===== config.mk =====
export PLATFORM = sky130hd
export DESIGN_NAME = i2c_addr_match
export DESIGN_NICKNAME = d
export VERILOG_FILES = /design/src/rtl/i2c_am_pkg.sv /design/src/rtl/i2c_am_cmp.sv /design/src/rtl/i2c_am_seq.sv /design/src/rtl/i2c_addr_match.sv
export SDC_FILE = /design/constraint.sdc
export NUM_CORES = 1
export LEC_CHECK = 0
export BUFFER_PORTS_ARGS = -buffer_cell sky130_fd_sc_hd__buf_2
export CAP_MARGIN = 20
export CELL_PAD_IN_SITES_DETAIL_PLACEMENT = 0
export CELL_PAD_IN_SITES_GLOBAL_PLACEMENT = 1
export CORE_MARGIN = 8
export CORE_UTILIZATION = 27
export DETAILED_ROUTE_END_ITERATION = 10
export GPL_ROUTABILITY_DRIVEN = 1
export PLACE_DENSITY = 0.78
export REMOVE_ABC_BUFFERS = 1
export SKIP_LAST_GASP = 1
export SYNTH_ARGS = -nofsm -noshare
export SYNTH_HDL_FRONTEND = slang
export SYNTH_SLANG_ARGS = --single-unit

===== constraint.sdc =====
create_clock -name clk_i -period 2.8 [get_ports clk_i]
set_clock_uncertainty 0.2 [all_clocks]
set_input_delay 0.84 -clock clk_i [delete_from_list [all_inputs] [get_ports clk_i]]
set_output_delay 0.84 -clock clk_i [all_outputs]
set_load 0.01 [all_outputs]

===== src/rtl/i2c_am_pkg.sv =====
package i2c_am_pkg;
  typedef struct packed {
    logic hit;
    logic gc;
  } am_eval_t;
endpackage


===== src/rtl/i2c_am_cmp.sv =====
module i2c_am_cmp
  import i2c_am_pkg::*;
#(
  parameter int ADDR_W = 7,
  localparam int BYTE_W = ADDR_W + 1
) (
  input  logic [BYTE_W-1:0] byte_i,
  input  logic              mode_10b_i,
  input  logic [ADDR_W-1:0] own_addr_i,
  input  logic              exp_rw_i,
  input  logic [BYTE_W-1:0] own_lo_i,
  output am_eval_t          eval_o,
  output logic              lo_hit_o
);
  logic hit7, hit10;

  assign hit7      = (byte_i[BYTE_W-1:1] == own_addr_i);
  // 10-bit header: direction bit is part of the address
  assign hit10     = (byte_i == {own_addr_i, exp_rw_i});
  assign eval_o.gc = (byte_i == '0);
  assign eval_o.hit = mode_10b_i ? hit10 : hit7;
  assign lo_hit_o  = (byte_i == own_lo_i);
endmodule


===== src/rtl/i2c_am_seq.sv =====
module i2c_am_seq
  import i2c_am_pkg::*;
(
  input  logic     clk_i,
  input  logic     rst_ni,
  input  logic     en_i,
  input  logic     mode_10b_i,
  input  logic     lo_cmp_en_i,
  input  logic     start_i,
  input  logic     stop_i,
  input  logic     byte_vld_i,
  input  am_eval_t eval_i,
  input  logic     lo_hit_i,
  output logic     rw_auto_o,
  output logic     slave_sel_o,
  output logic     gen_call_o,
  output logic     irq_o
);
  logic hdr_q, lo_pend_q, rw_auto_q, sel_q, gc_q, irq_q;

  always_ff @(posedge clk_i or negedge rst_ni) begin
    if (!rst_ni) begin
      hdr_q     <= 1'b0;
      lo_pend_q <= 1'b0;
      rw_auto_q <= 1'b0;
      sel_q     <= 1'b0;
      gc_q      <= 1'b0;
      irq_q     <= 1'b0;
    end else begin
      irq_q <= 1'b0;
      if (stop_i || !en_i) begin
        hdr_q     <= 1'b0;
        lo_pend_q <= 1'b0;
        rw_auto_q <= 1'b0;
        sel_q     <= 1'b0;
        gc_q      <= 1'b0;
      end else if (start_i) begin
        // start wins over a coincident byte strobe
        hdr_q     <= 1'b1;
        lo_pend_q <= 1'b0;
      end else if (byte_vld_i) begin
        if (hdr_q) begin
          hdr_q     <= 1'b0;
          gc_q      <= eval_i.gc;
          sel_q     <= eval_i.hit && !eval_i.gc;
          irq_q     <= eval_i.hit || eval_i.gc;
          lo_pend_q <= mode_10b_i && lo_cmp_en_i && eval_i.hit && !eval_i.gc;
        end else if (lo_pend_q) begin
          lo_pend_q <= 1'b0;
          if (lo_hit_i) rw_auto_q <= 1'b1;
        end
      end
    end
  end

  assign rw_auto_o   = rw_auto_q;
  assign slave_sel_o = sel_q;
  assign gen_call_o  = gc_q;
  assign irq_o       = irq_q;
endmodule


===== src/rtl/i2c_addr_match.sv =====
module i2c_addr_match
  import i2c_am_pkg::*;
#(
  parameter int ADDR_W = 7,
  localparam int BYTE_W = ADDR_W + 1
) (
  input  logic              clk_i,
  input  logic              rst_ni,
  input  logic              en_i,
  input  logic              mode_10b_i,
  input  logic [ADDR_W-1:0] own_addr_i,
  input  logic              dir_match_i,
  input  logic              lo_cmp_en_i,
  input  logic [BYTE_W-1:0] own_lo_i,
  input  logic              start_i,
  input  logic              stop_i,
  input  logic [BYTE_W-1:0] byte_i,
  input  logic              byte_vld_i,
  output logic              slave_sel_o,
  output logic              gen_call_o,
  output logic              irq_o
);
  am_eval_t eval;
  logic     lo_hit, rw_auto, exp_rw;

  assign exp_rw = dir_match_i | rw_auto;

  i2c_am_cmp #(.ADDR_W(ADDR_W)) u_cmp (
    .byte_i     (byte_i),
    .mode_10b_i (mode_10b_i),
    .own_addr_i (own_addr_i),
    .exp_rw_i   (exp_rw),
    .own_lo_i   (own_lo_i),
    .eval_o     (eval),
    .lo_hit_o   (lo_hit)
  );

  i2c_am_seq u_seq (
    .clk_i       (clk_i),
    .rst_ni      (rst_ni),
    .en_i        (en_i),
    .mode_10b_i  (mode_10b_i),
    .lo_cmp_en_i (lo_cmp_en_i),
    .start_i     (start_i),
    .stop_i      (stop_i),
    .byte_vld_i  (byte_vld_i),
    .eval_i      (eval),
    .lo_hit_i    (lo_hit),
    .rw_auto_o   (rw_auto),
    .slave_sel_o (slave_sel_o),
    .gen_call_o  (gen_call_o),
    .irq_o       (irq_o)
  );
endmodule


* Yosys cells after proc, flatten, opt, wreduce, memory -nomap -nowiden
Index checks and enable logic that the tools add are counted.
Storage, ports and cells: logic and storage cells 54, memory bits (read-only) 0, register bits after elaboration 6, RAM bits 0, bits of input ports 32, bits in latches 0, memories kept 0
Operators by class: multipliers 0, order comparisons 0, reduce and logical (&&, ||, !) cells 16, shift operators 0, $add $sub $neg 0, equality and inequality tests 5, bitwise logic cells 1, div/mod/pow operators 0, mux-type cells 26
Operators with widths (number):
- 1-bit two-way mux | 26
- 8-bit equality test | 2
- 8-bit zero test | 1
- 2-bit nonzero test | 4
- 7-bit equality test | 1
- 5-bit AND reduction | 1
- 1-bit logical AND | 4
- 3-bit AND reduction | 1
- 3-bit nonzero test | 1
- 1-bit zero test | 2
- 1-bit logical OR | 2
- 2-bit by 1-bit inequality test with 1-bit output, second input constant | 1
- 2-bit inequality test, second input constant | 1
- 1-bit bitwise OR | 1

* Depth between registers and ports, before layout
depth in word-level cells 9, mapped depth 4, depth with buffers taken out 4

* By module
Synthesis repeated with hierarchy kept, for this count alone.
Unflattened totals: cell total of the unflattened synthesis 51, area, all modules 467.9 um2
Modules (own cells, without submodules):
- i2c_am_seq | area an instance 267.8 um2, instances 1, cells each 25
- i2c_am_cmp | area an instance 193.9 um2, instances 1, cells each 25
- i2c_addr_match | area an instance 6.3 um2, instances 1, cells each 1

* Worst setup path before layout
Ideal clock, no wire load.
kind input to register, start input byte_i[6], end register u_seq.lo_pend_q, path slack 1005 ps, required time 2524 ps, arrival 1518 ps, cell stages on the path 4, cell sequence xor2_1 nor4_1 nand4_1 o21ai_1
Between the ends: longest elaborated chain between the ends 8, elaborated cells between the ends (all ways) 11
RTL lines:
- start: declaration | RTL line i2c_addr_match.sv:17 | input logic [BYTE_W-1:0] byte_i,
- 8-bit equality test / 7-bit equality test (equally long branches) | RTL line i2c_am_cmp.sv:19, i2c_am_cmp.sv:17
- 1-bit two-way mux | RTL line i2c_am_cmp.sv:21 | assign eval_o.hit = mode_10b_i ? hit10 : hit7;
- 1-bit logical AND | RTL line i2c_am_seq.sv:47 | lo_pend_q <= mode_10b_i && lo_cmp_en_i && eval_i.hit && !eval_i.gc;
- 1-bit logical AND (*) | RTL line i2c_am_seq.sv:47
- 1-bit two-way mux (*) | RTL line i2c_am_seq.sv:42 | if (hdr_q) begin
- 1-bit two-way mux (*) | RTL line i2c_am_seq.sv:41 | end else if (byte_vld_i) begin
- 1-bit two-way mux (*) | RTL line i2c_am_seq.sv:37 | end else if (start_i) begin
- 1-bit two-way mux (*) | RTL line i2c_am_seq.sv:31 | if (stop_i || !en_i) begin
- end signal: assignment | RTL line i2c_am_seq.sv:47
- end: declaration | RTL line i2c_am_seq.sv:19 | logic hdr_q, lo_pend_q, rw_auto_q, sel_q, gc_q, irq_q;
Every way passes the cells marked *; elsewhere a longest branch is shown, timed or not. The select of a mux whose other input is x is not followed. A chain may end at the register's enable or synchronous reset.

* Final worst setup path
start register u_seq.gc_q (netlist: u_seq.gen_call_o), end output gen_call_o
RTL lines:
- start: declaration | RTL line i2c_am_seq.sv:19
- start signal: assignment | RTL line i2c_am_seq.sv:44 | gc_q <= eval_i.gc;
- end: declaration | RTL line i2c_addr_match.sv:20 | output logic gen_call_o,
No word-level cell between the ends.

==> summary by stage <==
Power and ir drop
The total power is 0.225 mW. The switching share of total power is 25.9%. VDD sags by at most 160 µV. The leakage power of the design is 0.320 nW. The switching power is 0.0584 mW. Dividing total power by cell area gives a power density of 328 mW/mm². Per report_power, the combinational group accounts for 25.4% of the total. The clock network accounts for 35.4% of the total power. Cell internal power was estimated by the tool at 0.167 mW. Of the total power, registers draw 39.2%.

Place
The worst slack after detailed placement is 0.783 ns. In this run, placement finished with an instance count of 107. The congestion estimate from routability-driven global placement came to 0.699. The count of input and output buffers is 34. The HPWL after detailed placement is 1270 µm.

Route
Using the TritonRoute via totals, the vias-per-cell ratio works out to 4.88. The number of nets with antenna violations after routing is 0. The routed design has 1380 µm of wire.

In this run, the number of DRC markers left after iteration 0 of detailed routing was 9. The via count of the routed design is 537. The detail-routed net length per standard cell is 12.5 µm. For this run, the detailed router's first-pass iteration total came to 2. In the routed design, unresolved DRC markers number 0.

Synthesis
During synthesis, Yosys emitted a total of 0 warnings. The area of the mapped netlist is 473 µm². The number of different library cells used by synthesis comes to 22.

The number of synthesized flops with an enable pin is 0. The proportion of register bits with asynchronous set or reset after synthesis is 100%. The biggest area contributor in the post-synthesis netlist is sky130_fd_sc_hd__dfrtp_1. The primary flip-flop cell chosen by synthesis mapping is sky130_fd_sc_hd__dfrtp_1. Synthesis produced 56 cells. After synthesis, flip-flops and latches occupy 31.7% of the total area. Of the post-synthesis cell area, the dominant cell type holds 31.7%. Sorting the synthesized cells by area gives the leading types as sky130_fd_sc_hd__dfrtp_1, sky130_fd_sc_hd__xnor2_1, sky130_fd_sc_hd__xor2_1, sky130_fd_sc_hd__nand4_1, sky130_fd_sc_hd__nand3_1. The synthesized design contains 6 register bits.

The mean instance size in the synthesized netlist is 8.45 µm².

Clock tree
The clock reaches the later pin of the worst-skew pair after 0.25 ns. The total clock buffers created by CTS is 3. The number of buffers added for setup after CTS is 0. For this design, the CTS-stage hold fixing added 0 buffers.

The clock passes through at most 2 buffers. CTS built an H-tree with a depth of 1. After clock tree synthesis, the clock-pin slew on the worst setup and hold paths is 0.05 ns. The cell sitting at the root of the clock tree is a sky130_fd_sc_hd__clkbuf_4. The CTS tree is yes. The number of gates resized after cts is 0. The number of sinks on the clock net is 6.

Critical path
The number of buffers and inverters on the critical path is 1. STA classifies the critical path endpoint as an output pin. The worst stage delay on the critical path is 0.37 ns. The cell class contributing the biggest share of worst-path delay is flip-flops. In this run the worst path has a maximum fanout of 2. The worst setup path is launched from a flip-flop. The worst path required time is 1.76 ns.

For the worst setup path, the data arrival time is 0.75 ns. The worst setup path is of the flip-flop to output pin kind. In this run the register-to-register setup slack is 1.41 ns. Walking the worst path, the cells encountered are buf_2. The slowest stage of the critical path is the sky130_fd_sc_hd__dfrtp_1 cell.

Die
The floorplan step defined a core boundary enclosing 0.00169 mm². During I/O placement, the number of pins put on the boundary was 35. From bottom edge to top edge, the die measures 57.9 µm.

The initial standard-cell utilization of the core is 28.0%. After floorplanning, the core was divided into 15 placement rows. The die is 57.9 µm wide. The die covers 0.00335 mm².

Finish
The ratio of cells with drive above 1 in the final layout is 40.9%. The library cell used most frequently in the layout, excluding fill and tap cells, is sky130_fd_sc_hd__buf_2. The final antenna diode count is 0. The number of nets in the finished design is 127. The area growth from synthesis to layout is 45.2%.

The number of standard cells in the layout, taps in and fillers out is 110. Leaving out fill and tap cells, the most frequent cells in the layout are sky130_fd_sc_hd__buf_2, sky130_fd_sc_hd__xnor2_1, sky130_fd_sc_hd__xor2_1, sky130_fd_sc_hd__dfrtp_1, sky130_fd_sc_hd__nand2_1.

Global route
The number of antenna violations at the first check in global routing was 0. The total global routing overflow is 0. The largest net degree at the start of global routing is 7. Global routing consumed, over all layers together, 9.33% of the routing resources. The number of global-route vias before repair came to 600. The global-route wire length before repair is 2490 µm.

STA
The minimum period implied by the final worst setup slack is 1.79 ns. The worst pin sits at a relative slew slack of 81.8%. For the final routed database, the setup TNS stands at 0 ns. Derived from the worst setup path, the maximum achievable clock frequency is 558 MHz. At the pin with the least slew margin, the transition time is 0.271 ns. Setup repair after global routing left no endpoint under its margin. The number of hold violations in the final report is 0.

Setup violations remaining at the end of the flow were counted as 0. In the post-route analysis, the smallest setup slack over all paths is 1.01 ns. The final critical path takes up 64.0% of the cycle. The number of max-slew violations in the final report is 0.

Outcome
The flow ran to the end, and the final reports show no timing, DRC or antenna violations.

Worst hold path
The min-delay analysis places its worst path in the category primary input to asynchronous set/reset pin.

Flow run
The max capacitance violation total is 0.
## cells in the mapped netlist (2+ instances only)
| master | instances |
|---|---|
| sky130_fd_sc_hd__nor2_1 | 4 |
| sky130_fd_sc_hd__o21ai_1 | 2 |
| sky130_fd_sc_hd__dfrtp_1 | 6 |
| sky130_fd_sc_hd__nand2_1 | 5 |
| sky130_fd_sc_hd__nand4_1 | 4 |
| sky130_fd_sc_hd__xor2_1 | 6 |
| sky130_fd_sc_hd__nand3_1 | 4 |
| sky130_fd_sc_hd__nor4_1 | 3 |
| sky130_fd_sc_hd__xnor2_1 | 9 |
## path summary, 6_finish.rpt
check	depth (start not counted)	to	start
max in group asynchronous	1	u_seq.slave_sel_o$_DFFE_PN0P_	rst_ni
max reg2reg	4	u_seq.lo_pend_q$_DFFE_PN0P_	u_seq.rw_auto_o$_DFFE_PN0P_
max	1	gen_call_o	u_seq.gen_call_o$_DFFE_PN0P_
min	1	u_seq.gen_call_o$_DFFE_PN0P_	rst_ni
min in group clk_i	2	u_seq.rw_auto_o$_DFFE_PN0P_	u_seq.rw_auto_o$_DFFE_PN0P_
min reg2reg	2	u_seq.rw_auto_o$_DFFE_PN0P_	u_seq.rw_auto_o$_DFFE_PN0P_
## area by class of cell
| class | instances | area [µm²] |
|---|---|---|
| repair buffers | 34 | 170 |
| flip-flops and latches | 6 | 150 |
| inverters | 1 | 3.75 |
| multi-input cells | 49 | 319 |
| clock buffers | 3 | 22.5 |
| fillers | 188 | 1000 |
| well taps | 17 | 21.3 |
## power by group through the flow
stage | sequential, mW | combinational [mW] | clock, mW
global placement | 0.0896 | 0.0576 | 0
global route | 0.0883 | 0.0650 | 0.0901
detailed placement | 0.0896 | 0.0586 | 0
CTS | 0.0882 | 0.0586 | 0.0854
floorplan | 0.0894 | 0.0243 | 0
finish | 0.0883 | 0.0573 | 0.0799
## flip-flops by register name, summed over array words and instances, names as in the netlist
| name | count |
|---|---|
| u_seq.gen_call_o | 1 |
| u_seq.hdr_q | 1 |
| u_seq.irq_o | 1 |
| u_seq.lo_pend_q | 1 |
| u_seq.rw_auto_o | 1 |
| u_seq.slave_sel_o | 1 |
## cell families (layout without fill, tap and decap cells)
kind of cell | count (synthesis) | in the layout | synth area share (%)
simple gates | 26 | 26 | 28.6
xor+xnor | 15 | 15 | 27.8
compound gates | 8 | 8 | 11.1
flops | 6 | 6 | 31.7
buf+inv | 1 | 38 | 0.793
## layer usage
layer	vias up	share of wire [%]	global-route usage (%)
met5	-	0	0
met4	0	0	2.10
met3	0	11	5.30
met2	34	41	12.9
met1	228	48	12.1
li1	275	-	-
## stage by stage
stage | util [%] | cell area [µm²] | hold WS (ns)
2_1_floorplan | - | 473 | 0.259
3_3_place_gp | 39.3 | 664 | 0.300
3_5_place_dp | 39.3 | 664 | 0.290
4_1_cts | 40.7 | 687 | 0.198
5_1_grt | 40.7 | 687 | 0.201
6_report | 40.7 | 687 | 0.206
Power figures use the tool's default switching activity.
